===== src/rtl/uart_modem_pkg.sv =====
package uart_modem_pkg;

  localparam int CTL_W    = 8;
  localparam int RTS_BIT  = 1;
  localparam int IEN_BIT  = 3;
  localparam int LOOP_BIT = 4;

  typedef struct packed {
    logic rts_req;
    logic irq_en;
    logic loop_en;
  } mctl_fields_t;

  function automatic mctl_fields_t decode_mctl(input logic [CTL_W-1:0] v);
    mctl_fields_t f;
    f.rts_req = v[RTS_BIT];
    f.irq_en  = v[IEN_BIT];
    f.loop_en = v[LOOP_BIT];
    return f;
  endfunction

  // Pin level for active-low request-to-send.
  function automatic logic rts_level(input logic req);
    return ~req;
  endfunction

  // Line level offered by the transmit side: idle mark when not sending.
  function automatic logic tx_line(input logic active, input logic data);
    return active ? data : 1'b1;
  endfunction

  // Transmit pin: mark whenever loop-back isolates the pins.
  function automatic logic tx_pin_level(input logic loop, input logic active,
                                        input logic data);
    return loop ? 1'b1 : tx_line(active, data);
  endfunction

  // Receiver input: internal transmit line in loop-back, pin otherwise.
  function automatic logic rx_int_level(input logic loop, input logic active,
                                        input logic data, input logic pin);
    return loop ? tx_line(active, data) : pin;
  endfunction

  function automatic logic irq_level(input logic strap, input logic gate,
                                     input logic flag);
    return flag & (strap | gate);
  endfunction

endpackage


===== src/rtl/uart_mctl_reg.sv =====
module uart_mctl_reg
  import uart_modem_pkg::*;
(
  input  logic             clk,
  input  logic             rst_n,
  input  logic             wr,
  input  logic [CTL_W-1:0] wdata,
  output logic [CTL_W-1:0] q,
  output mctl_fields_t     fields
);

  always_ff @(posedge clk or negedge rst_n) begin
    if (!rst_n)  q <= '0;
    else if (wr) q <= wdata;
  end

  always_comb fields = decode_mctl(q);

endmodule


===== src/rtl/uart_ri_detect.sv =====
module uart_ri_detect #(
  parameter int SYNC_STAGES = 2
) (
  input  logic clk,
  input  logic rst_n,
  input  logic ri_n,
  input  logic clr,
  output logic ri_sync_n,
  output logic ri_rise,
  output logic flag
);

  localparam int NS = (SYNC_STAGES < 2) ? 2 : SYNC_STAGES;

  logic [NS-1:0] chain;
  logic          ri_prev;

  generate
    for (genvar i = 0; i < NS; i++) begin : g_sync
      if (i == 0) begin : g_first
        always_ff @(posedge clk or negedge rst_n) begin
          if (!rst_n) chain[0] <= 1'b1;
          else        chain[0] <= ri_n;
        end
      end else begin : g_next
        always_ff @(posedge clk or negedge rst_n) begin
          if (!rst_n) chain[i] <= 1'b1;
          else        chain[i] <= chain[i-1];
        end
      end
    end
  endgenerate

  assign ri_sync_n = chain[NS-1];

  always_ff @(posedge clk or negedge rst_n) begin
    if (!rst_n) ri_prev <= 1'b1;
    else        ri_prev <= ri_sync_n;
  end

  // End of ring: synchronized line goes from low to high.
  assign ri_rise = ri_sync_n & ~ri_prev;

  always_ff @(posedge clk or negedge rst_n) begin
    if (!rst_n)       flag <= 1'b0;
    else if (ri_rise) flag <= 1'b1;
    else if (clr)     flag <= 1'b0;
  end

endmodule


===== src/rtl/uart_serial_path.sv =====
module uart_serial_path
  import uart_modem_pkg::*;
(
  input  logic clk,
  input  logic rst_n,
  input  logic loop_en,
  input  logic tx_active,
  input  logic tx_ser_in,
  input  logic rx_pin,
  output logic tx_pin,
  output logic rx_ser_out
);

  always_ff @(posedge clk or negedge rst_n) begin
    if (!rst_n) begin
      tx_pin     <= 1'b1;
      rx_ser_out <= 1'b1;
    end else begin
      tx_pin     <= tx_pin_level(loop_en, tx_active, tx_ser_in);
      rx_ser_out <= rx_int_level(loop_en, tx_active, tx_ser_in, rx_pin);
    end
  end

endmodule


===== src/rtl/uart_modem_ctl.sv =====
module uart_modem_ctl
  import uart_modem_pkg::*;
#(
  parameter int SYNC_STAGES = 2
) (
  input  logic             clk,
  input  logic             rst_n,
  input  logic             ctl_wr,
  input  logic [CTL_W-1:0] ctl_wdata,
  input  logic             msr_rd,
  input  logic             tx_ser_in,
  input  logic             tx_active,
  input  logic             rx_pin,
  input  logic             ri_n,
  input  logic             int_sel,
  output logic             tx_pin,
  output logic             rts_n,
  output logic             rx_ser_out,
  output logic             ri_present,
  output logic             ri_flag,
  output logic             irq,
  output logic [CTL_W-1:0] mctl_q
);

  mctl_fields_t mctl;
  logic         ri_sync_n;
  logic         ri_rise;
  logic         loop_en;
  logic         irq_en;

  uart_mctl_reg u_mctl (
    .clk    (clk),
    .rst_n  (rst_n),
    .wr     (ctl_wr),
    .wdata  (ctl_wdata),
    .q      (mctl_q),
    .fields (mctl)
  );

  assign loop_en = mctl.loop_en;
  assign irq_en  = mctl.irq_en;

  uart_ri_detect #(.SYNC_STAGES(SYNC_STAGES)) u_ri (
    .clk       (clk),
    .rst_n     (rst_n),
    .ri_n      (ri_n),
    .clr       (msr_rd),
    .ri_sync_n (ri_sync_n),
    .ri_rise   (ri_rise),
    .flag      (ri_flag)
  );

  uart_serial_path u_ser (
    .clk        (clk),
    .rst_n      (rst_n),
    .loop_en    (loop_en),
    .tx_active  (tx_active),
    .tx_ser_in  (tx_ser_in),
    .rx_pin     (rx_pin),
    .tx_pin     (tx_pin),
    .rx_ser_out (rx_ser_out)
  );

  assign rts_n      = rts_level(mctl.rts_req);
  assign ri_present = ~ri_sync_n;
  assign irq        = irq_level(int_sel, irq_en, ri_flag);

endmodule


===== config.mk =====
export PLATFORM = sky130hd
export DESIGN_NAME = uart_modem_ctl
export DESIGN_NICKNAME = d
export VERILOG_FILES = /design/src/rtl/uart_modem_pkg.sv /design/src/rtl/uart_mctl_reg.sv /design/src/rtl/uart_ri_detect.sv /design/src/rtl/uart_serial_path.sv /design/src/rtl/uart_modem_ctl.sv
export SDC_FILE = /design/constraint.sdc
export NUM_CORES = 1
export LEC_CHECK = 0
export ABC_CLOCK_PERIOD_IN_PS = 2290
export CAP_MARGIN = 15
export CORE_UTILIZATION = 35
export CTS_BUF_LIST = sky130_fd_sc_hd__clkbuf_8
export CTS_CLUSTER_DIAMETER = 100
export CTS_CLUSTER_SIZE = 25
export DETAILED_ROUTE_END_ITERATION = 8
export HOLD_SLACK_MARGIN = 0.12
export PLACE_DENSITY = 0.77
export SYNTH_ARGS = -nofsm -noshare
export SYNTH_HDL_FRONTEND = slang
export SYNTH_SLANG_ARGS = --single-unit

===== constraint.sdc =====
create_clock -name clk -period 2.29 [get_ports clk]
set_input_delay 0.229 -clock clk [delete_from_list [all_inputs] [get_ports clk]]
set_output_delay 0.229 -clock clk [all_outputs]
set_load 0.01 [all_outputs]

### Word-level counts from Yosys, hierarchy flattened

Cells that the tools add are included.

* muxes and demuxes: 5
* bitwise logic cells: 6
* reductions and logical operators: 1

Operators with widths (count)
* two-way mux 1 bit: 5
* NOT 1 bit: 3
* bitwise AND 1 bit: 2
* nonzero test 2 bit: 1
* OR 1 bit: 1

* input bits: 17
* word-level logic and storage cells: 19
* bits in registers: 14

### Logic depth before layout (Yosys ltp)

Gate-level depths: netlist (run 1).

* depth in word-level cells: 3
* mapped depth: 3

### Hierarchy

Synthesis (run 1) repeated with hierarchy kept, for this count alone.

* cells, all modules: 36
* area, all modules: 571.8 um^2

Modules (own cells, without submodules)
* uart_mctl_reg: cells each 20, seq. area each 200.2 um^2, area an instance 354.1 um^2, times used 1
* uart_ri_detect: cells each 7, seq. area each 103.8 um^2, area an instance 128.9 um^2, times used 1
* uart_serial_path: cells each 6, seq. area each 52.6 um^2, area an instance 73.8 um^2, times used 1
* uart_modem_ctl: cells each 3, seq. area each 0.0 um^2, area an instance 15.0 um^2, times used 1

### Least setup slack after synthesis (run 1)

No wires, ideal clock.

* path type: reg-to-output
* from: register u_ri.flag
* to: output irq
* cell stages (with the launch flop): 3
* setup slack: 1.452 ns
* data arrival time: 0.609 ns
* path buffers: 0
* data required time: 2.061 ns
* cells stage by stage: dfrtp_1 inv_1 nor2_1

* longest elaborated chain between the ends: 1

RTL lines
* from (decl): RTL line uart_ri_detect.sv:10 `output logic flag`
* from (signal assigned): RTL line uart_ri_detect.sv:45 `if (!rst_n) flag <= 1'b0;`
* from (signal assigned): RTL line uart_ri_detect.sv:46 `else if (ri_rise) flag <= 1'b1;`
* from (signal assigned): RTL line uart_ri_detect.sv:47 `else if (clr) flag <= 1'b0;`
* bitwise AND 1 bit: RTL line uart_modem_pkg.sv:46 `return flag & (strap | gate);`
* to (decl): RTL line uart_modem_ctl.sv:21 `output logic irq,`

Every way passes these cells.

### Worst setup path in the final report (run 1)

* from: input int_sel
* to: output irq

* longest elaborated chain between the ends: 2

RTL lines
* from (decl): RTL line uart_modem_ctl.sv:15 `input logic int_sel,`
* OR 1 bit: RTL line uart_modem_pkg.sv:46
* bitwise AND 1 bit: RTL line uart_modem_pkg.sv:46

Every way passes these cells.

==> flow_summary.ini, run 1 <==
[clock_network]
clk_latency_ps = 240
cts_tree = built
clockBufferDepth = 2
htree_levels = 1
root_buffer = clkbuf_8
numCtsBuffers = 3
cts_resized = 0
clkSinkCount = 14
hold_buffers = 0
postCtsSetupBuffers = 0
clkSlewWorstSetupHoldPaths_ps = 50

[hold_path]
hold_class = reg -> reg
hp-start = u_ri.chain[0]$_DFF_PN1_
whs_path_depth = 0
min_to = u_ri.ri_sync_n$_DFF_PN1_

[route]
routed_wl_microns = 1000
num_vias = 388
first_pass_iters = 4
drc = 0
ant_nets = 0
viasPerCell = 4.62
wl_per_cell_microns = 11.9
drt_first_iter_violations = 3

[synthesis]
synth.net_count = 54
synth_area_per_cell_sq_um = 14.3
yosys.cell_types.count = 12
synth_area_sq_um = 531
syn_inst = 37
synth-seq-cells = 14
yosysSeqAreaShare_pct = 67.2
yosys_warnings = 0

[floorplanning]
die_h_microns = 40.9
fp.coreArea_sq_mm = 0.00135
die_w_microns = 40.9
pin_count = 31
start_util_pct = 39.3
rows = 13
dieArea_sq_mm = 0.00168

[timing]
clock_skew_ps = 2.24
finalMaxSlewViolations = 0
worst_pin_slew_ps = 600
period_share_pct = 67.7
maxSlewHeadroom_pct = 59.9
setup_viol = 0
min_period_ps = 1550
finalSetupTns_ps = 0
rsz0062_at_grt = no
fmax_mhz = 645
final_hold_viol_count = 0

[cells_and_area]
layout_common_cells = clkdlybuf4s50_1 (30), dfrtp_1 (9), mux2_4 (6)
layout.cells.non_filler = 84
fin_nets = 87
layout-drive-gt1-share_pct = 21.7
utilization_pct = 65.6
syn_to_final_growth_pct = 67.0
antennaDiodeCount = 0
final_common_cell = clkdlybuf4s50_1

[place]
dp.cells = 80
place.gp.congestion = 0.603
portBuffers = 30
post-dp-hpwl_microns = 825

[setup_path]
cp_data_arrival_time_ps = 1320
r2r-end = u_ri.flag$_DFFE_PN0P_
cp_max_fo = 1
r2r_setup_slack_ps = 1440
cp.depth = 4
worst_path_max_delay_cell = clkdlybuf4s50_1
critical_path_class = in -> out
setup.worst_path.end_class = output pin
cpLargestDelayFamily = buffers and inverters
critPathBufInv = 2
worst_r2r_path_depth = 2
cp_data_required_time_ps = 2060
startpoint_type = input pin
cpPeakStageDelay_ps = 530
reg2reg_from = u_ri.ri_sync_n$_DFF_PN1_
crit_path_cell_trace = clkdlybuf4s50_1 > nor2_1 > nor2_1 > clkdlybuf4s50_1

[grt]
antenna_found_initial = 0
overflow = 0
grt_pass1_vias = 349
grt_pass1_wl_microns = 1390
grtUsageTotal_pct = 13.8
grt_max_degree = 15

[power]
power.density_mw_per_mm2 = 721
power_mw = 0.638
p_leak_nw = 0.395
ir_drop_uv = 473

[flow_run]
drv_cap = 0

[status]
run_status = finished clean
[registers in the layout (all words and copies together) (netlist names)]
signal / flops
u_ser.rx_ser_out: 1
u_ri.ri_prev: 1
u_ri.chain: 1
u_mctl.q: 8
u_ri.flag: 1
u_ri.ri_sync_n: 1
u_ser.tx_pin: 1
[cell type report]
class / count / area, sq um
Fill cell: 110 / 464
Sequential cell: 14 / 357
Timing Repair Buffer: 30 / 300
Multi-Input combinational cell: 16 / 136
Clock buffer: 4 / 55.1
Inverter: 5 / 18.8
Tap cell: 15 / 18.8
[report_power, final]
group	total [mW]	internal [mW]	switching, mW
clock network	0.234	0.152	0.0822
registers	0.284	0.272	0.0113
logic	0.120	0.0807	0.0397
total	0.638	0.505	0.133
[synth_stat cells (all sizes together)]
master	number	area share, %
dfrtp	9	42
mux2	6	17
dfstp	5	25
inv	5	3.5
nor2	3	2.1
buf	2	3.5
nand2	2	1.4
o21ai	2	1.9
a31oi	1	1.2
nand3	1	0.94
o22ai	1	1.2
[worst register-to-register path, delay by kind of cell (launching register included)]
| family | cells | cell delay, ps |
|---|---|---|
| buffers and inverters | 1 | 50 |
| DFF | 1 | 530 |
| AOI/OAI and AO/OA | 1 | 190 |
[cells by family after synthesis]
| group | synth area share (%) |
|---|---|
| flip-flops | 67.2 |
| buffers and inverters | 7.08 |
| multiplexers | 17.0 |
| AND/OR/NAND/NOR | 4.48 |
| AO/OA/AOI/OAI | 4.25 |
[metal layers]
metal / wire, microns / vias up / GRT usage, %
li1: - / 182 / -
met1: 391 / 179 / 13.6
met2: 459 / 27 / 23.4
met3: 152 / 0 / 8.15
met4: 0 / 0 / 5.00
met5: 0 / - / 0
[worst max path at each step]
stage | startpoint | endpoint
after floorplan | u_ri.flag$_DFFE_PN0P_ | irq
after global placement | int_sel | irq
after detailed placement | int_sel | irq
after CTS | int_sel | irq
after global routing | int_sel | irq
final | int_sel | irq
[stage by stage]
stage	setup slack, ps	hold WS, ps	area, sq um
after floorplan	1450	-66.6	531
after global placement	739	346	831
after detailed placement	738	356	831
after CTS	737	364	886
after global routing	647	369	886
final	740	360	886
Note: power is estimated with default switching activity, not from simulation.
==> run 2: changes to the inputs <==
- ABC_CLOCK_PERIOD_IN_PS: 2290 -> 1300
- CORE_UTILIZATION: 35 -> 34
- PLACE_DENSITY: 0.77 -> 0.78
- clock period: 2.29 -> 1.3 ns (I/O delays scaled with it)
==> flow_summary.ini, run 2 (synthesis results as in run 1) <==
[power]
ir_drop_uv = 621
seq_power_share_pct = 45.1
power_mw = 1.11
clockPowerShare_pct = 36.6
p_comb_share_pct = 18.4
p_leak_nw = 0.454
p_sw_share_pct = 20.5
power.internal_mw = 0.881
power.density_mw_per_mm2 = 1220
p_sw_mw = 0.228

[setup_path]
setup.worst_path.end_class = output pin
cp_max_fo = 2
cpPeakStageDelay_ps = 540
cp_data_required_time_ps = 1170
cp_data_arrival_time_ps = 1120
r2r_setup_slack_ps = 490
crit_path_cell_trace = clkdlybuf4s50_1
r2r-end = u_ri.flag$_DFFE_PN0P_
cpLargestDelayFamily = buffers and inverters
worst_r2r_path_depth = 2
worst_path_max_delay_cell = clkdlybuf4s50_1
critical_path_class = reg -> out
reg2reg_from = u_ri.ri_sync_n$_DFF_PN1_
critPathBufInv = 1
startpoint_type = flip-flop

[clock_network]
root_buffer = clkbuf_8
clockBufferDepth = 2
numCtsBuffers = 3
hold_buffers = 0
clkSlewWorstSetupHoldPaths_ps = 50
htree_levels = 1
cts_tree = built
clk_latency_ps = 240
clkSinkCount = 14

[cells_and_area]
final_common_cell = clkdlybuf4s50_1
utilization_pct = 65.9
fillers = 113
antennaDiodeCount = 0
largest_reg_flops = 8
fin_nets = 90
layout_common_cells = clkdlybuf4s50_1 (20), dfrtp_1 (9), mux2_4 (6), dlygate4sd2_1 (6)
layout.cells.non_filler = 87
largest-register = u_mctl.q
syn_to_final_growth_pct = 71.7
finalInstanceArea_sq_um = 911
layout-drive-gt1-share_pct = 25.0

[grt]
grt_max_degree = 15
grt_pass1_vias = 412
grtUsageTotal_pct = 12.9
overflow = 0
antenna_found_initial = 0
grt_pass1_wl_microns = 1700

[route]
ant_nets = 0
drt_first_iter_violations = 3
wl_per_cell_microns = 11.2
num_vias = 389
drc = 0
viasPerCell = 4.47
routed_wl_microns = 971
first_pass_iters = 3

[timing]
finalMaxSlewViolations = 0
finalSetupTns_ps = 0
period_share_pct = 96.2
maxSlewHeadroom_pct = 88.5
worst_pin_slew_ps = 172
setup_viol = 0
rsz0062_at_grt = no
clock_skew_ps = 0.974
fmax_mhz = 800
final_hold_viol_count = 0
min_period_ps = 1250
setup_slack_ps = 49.8
hold-worst-slack_ps = 193

[floorplanning]
rows = 13
fp.coreArea_sq_mm = 0.00138
die_w_microns = 41.5
die_h_microns = 41.5
pin_count = 31
dieArea_sq_mm = 0.00172
start_util_pct = 38.4

[status]
run_status = finished clean

[place]
place.gp.congestion = 0.618
place_ws_ps = -62.7
dp.cells = 83
dpl_cell_area_sq_um = 853
portBuffers = 30

[flow_run]
drv_cap = 0

[hold_path]
hold_class = in -> async
-- run 2: cell types whose count changed in the layout (fill, tap and decap cells not counted) --
cell | before | now
dlymetal6s2s_1 | 0 | 4
dlygate4sd2_1 | 0 | 6
buf_4 | 0 | 3
clkdlybuf4s50_1 | 30 | 20
-- run 2: layer usage --
metal	track usage (%)	vias up	share of wire, %	routed length (microns)
met5	0	-	0	0
met4	5.81	0	0	0
met3	4.35	0	7.4	72
met2	20.3	22	51	493
met1	16.0	180	42	405
li1	-	187	-	-
-- run 2: layout make-up --
| cell class | count | area, sq um | area share (%) |
|---|---|---|---|
| Clock buffer | 4 | 55.1 | 6.04 |
| Inverter | 5 | 18.8 | 2.06 |
| Multi-Input combinational cell | 16 | 136 | 15.0 |
| Sequential cell | 14 | 357 | 39.1 |
| Tap cell | 15 | 18.8 | 2.06 |
| Timing Repair Buffer | 33 | 325 | 35.7 |
-- run 2: repair_timing --
item                       4_1_cts  5_1_grt
setup endpoints to repair        6        4
buffers inserted                 0        0
gates resized for setup          6        4
pin swaps                        0        0
-- run 2: worst max-delay path by stage --
stage	cells after the start	to	startpoint
after global placement	4	irq	int_sel
after global routing	1	mctl_q[5]	u_mctl.q[5]$_DFFE_PN0P_
after detailed placement	4	irq	int_sel
final	1	mctl_q[7]	u_mctl.q[7]$_DFFE_PN0P_
after floorplan	2	u_ri.flag$_DFFE_PN0P_	u_ri.ri_sync_n$_DFF_PN1_
after CTS	1	mctl_q[3]	u_mctl.q[3]$_DFFE_PN0P_
-- run 2: power by group through the flow --
stage / logic, mW / registers, mW / clock network [mW]
2_1_floorplan: 0.0650 / 0.519 / 0
3_3_place_gp: 0.216 / 0.506 / 0
3_5_place_dp: 0.221 / 0.507 / 0
4_1_cts: 0.210 / 0.501 / 0.418
5_1_grt: 0.219 / 0.505 / 0.446
6_report: 0.204 / 0.500 / 0.405
==> run 3: changes to the inputs <==
- PLACE_DENSITY: 0.78 -> 0.75
- RECOVER_POWER: default -> 25
==> flow_summary.ini, run 3 (synthesis results as in run 1) <==
[status]
run_status = finished clean

[floorplanning]
fp.coreArea_sq_mm = 0.00138
rows = 13
die_w_microns = 41.5
pin_count = 31
dieArea_sq_mm = 0.00172
die_h_microns = 41.5
start_util_pct = 38.4

[grt]
grt_max_degree = 15
grt_pass1_wl_microns = 1720
overflow = 0
grtUsageMet2_pct = 20.6
busiest_layer = met2
grt_pass1_vias = 408
grtUsageTotal_pct = 13.7
met3_usage_pct = 7.39
antenna_found_initial = 0
met1_usage_pct = 16.2

[setup_path]
startpoint_type = flip-flop
critical_path_class = reg -> out
worst_path_max_delay_cell = clkdlybuf4s50_1
critPathBufInv = 1
cp_data_arrival_time_ps = 1130
crit_path_cell_trace = clkdlybuf4s50_1
cpLargestDelayFamily = buffers and inverters
cp_max_fo = 2
cp_data_required_time_ps = 1170
setup.worst_path.end_class = output pin
cpPeakStageDelay_ps = 540

[clock_network]
hold_buffers = 0
cts_tree = built
clk_latency_ps = 240
clkSlewWorstSetupHoldPaths_ps = 60
root_buffer = clkbuf_8
htree_levels = 1
cts_resized = 6
postCtsSetupBuffers = 0
numCtsBuffers = 3
clkSinkCount = 14
clockBufferDepth = 2

[route]
wl_per_cell_microns = 11.4
routed_wl_microns = 991
num_vias = 399
viasPerCell = 4.59
ant_nets = 0
drt_first_iter_violations = 1
first_pass_iters = 2
drc = 0

[timing]
rsz0062_at_grt = no
worst_pin_slew_ps = 704
maxSlewHeadroom_pct = 53.1
hold-worst-slack_ps = 356
final_hold_viol_count = 0
finalSetupTns_ps = 0
setup_viol = 0
min_period_ps = 1260
fmax_mhz = 796
clock_skew_ps = 0.450
period_share_pct = 96.7
finalMaxSlewViolations = 0

[cells_and_area]
largest-register = u_mctl.q
layout_common_cells = clkdlybuf4s50_1 (19), dfrtp_1 (9), mux2_4 (6), dlygate4sd2_1 (6)
largest_reg_flops = 8
syn_to_final_growth_pct = 70.5
seqCellArea_sq_um = 357
final_common_cell = clkdlybuf4s50_1
antennaDiodeCount = 0
fillers = 122
multi_input_area_sq_um = 136
layout.cells.non_filler = 87
layout-drive-gt1-share_pct = 23.6
fin_nets = 90

[place]
dp.cells = 83
portBuffers = 30
place.gp.congestion = 0.625

[power]
ir_drop_uv = 819
p_leak_nw = 0.442
power.density_mw_per_mm2 = 1240

[flow_run]
drv_cap = 0

[hold_path]
hold_class = reg -> reg
[run 3: worst register-to-register path: stages (launching register included)]
cell	delay (ps)
dfstp_2	520
inv_1	50
o22ai_1	170
[run 3: through the flow]
| stage | utilization, % | total power [mW] | worst slack (ps) | area, sq um |
|---|---|---|---|---|
| after floorplan | - | 0.584 | 501 | 531 |
| after global placement | 61.7 | 0.722 | -52.0 | 853 |
| after detailed placement | 61.7 | 0.727 | -70.4 | 853 |
| after CTS | 65.2 | 1.14 | 13.9 | 901 |
| after global routing | 65.4 | 1.17 | 1.46 | 905 |
| final | 65.4 | 1.12 | 43.3 | 905 |
[run 3: worst paths after layout]
check | startpoint | endpoint | slack (ps) | depth (start not counted)
max reg2reg | u_ri.ri_sync_n$_DFF_PN1_ | u_ri.flag$_DFFE_PN0P_ | 480 | 2
max | u_mctl.q[0]$_DFFE_PN0P_ | mctl_q[0] | 40 | 1
max in group asynchronous | rst_n | u_ri.flag$_DFFE_PN0P_ | 400 | 2
min | u_ri.chain[0]$_DFF_PN1_ | u_ri.ri_sync_n$_DFF_PN1_ | 360 | 0
min reg2reg | u_ri.chain[0]$_DFF_PN1_ | u_ri.ri_sync_n$_DFF_PN1_ | 360 | 0
min in group asynchronous | rst_n | u_mctl.q[0]$_DFFE_PN0P_ | 460 | 2
[run 3: layout make-up]
| class | count | area share, % |
|---|---|---|
| Sequential cell | 14 | 39.4 |
| Clock buffer | 4 | 6.09 |
| Tap cell | 15 | 2.07 |
| Timing Repair Buffer | 33 | 35.3 |
| Multi-Input combinational cell | 16 | 15.1 |
| Inverter | 5 | 2.07 |
[run 3: power breakdown]
group	switching (mW)	total, mW	internal [mW]
Sequential	0.0189	0.499	0.480
Clock	0.148	0.416	0.268
Combinational	0.0714	0.203	0.132
Total	0.238	1.12	0.880
[run 3: metal layers]
layer | part of all wire [%] | wire length (microns)
met5 | 0 | 0
met4 | 1.8 | 18
met3 | 12 | 117
met2 | 46 | 456
met1 | 40 | 398
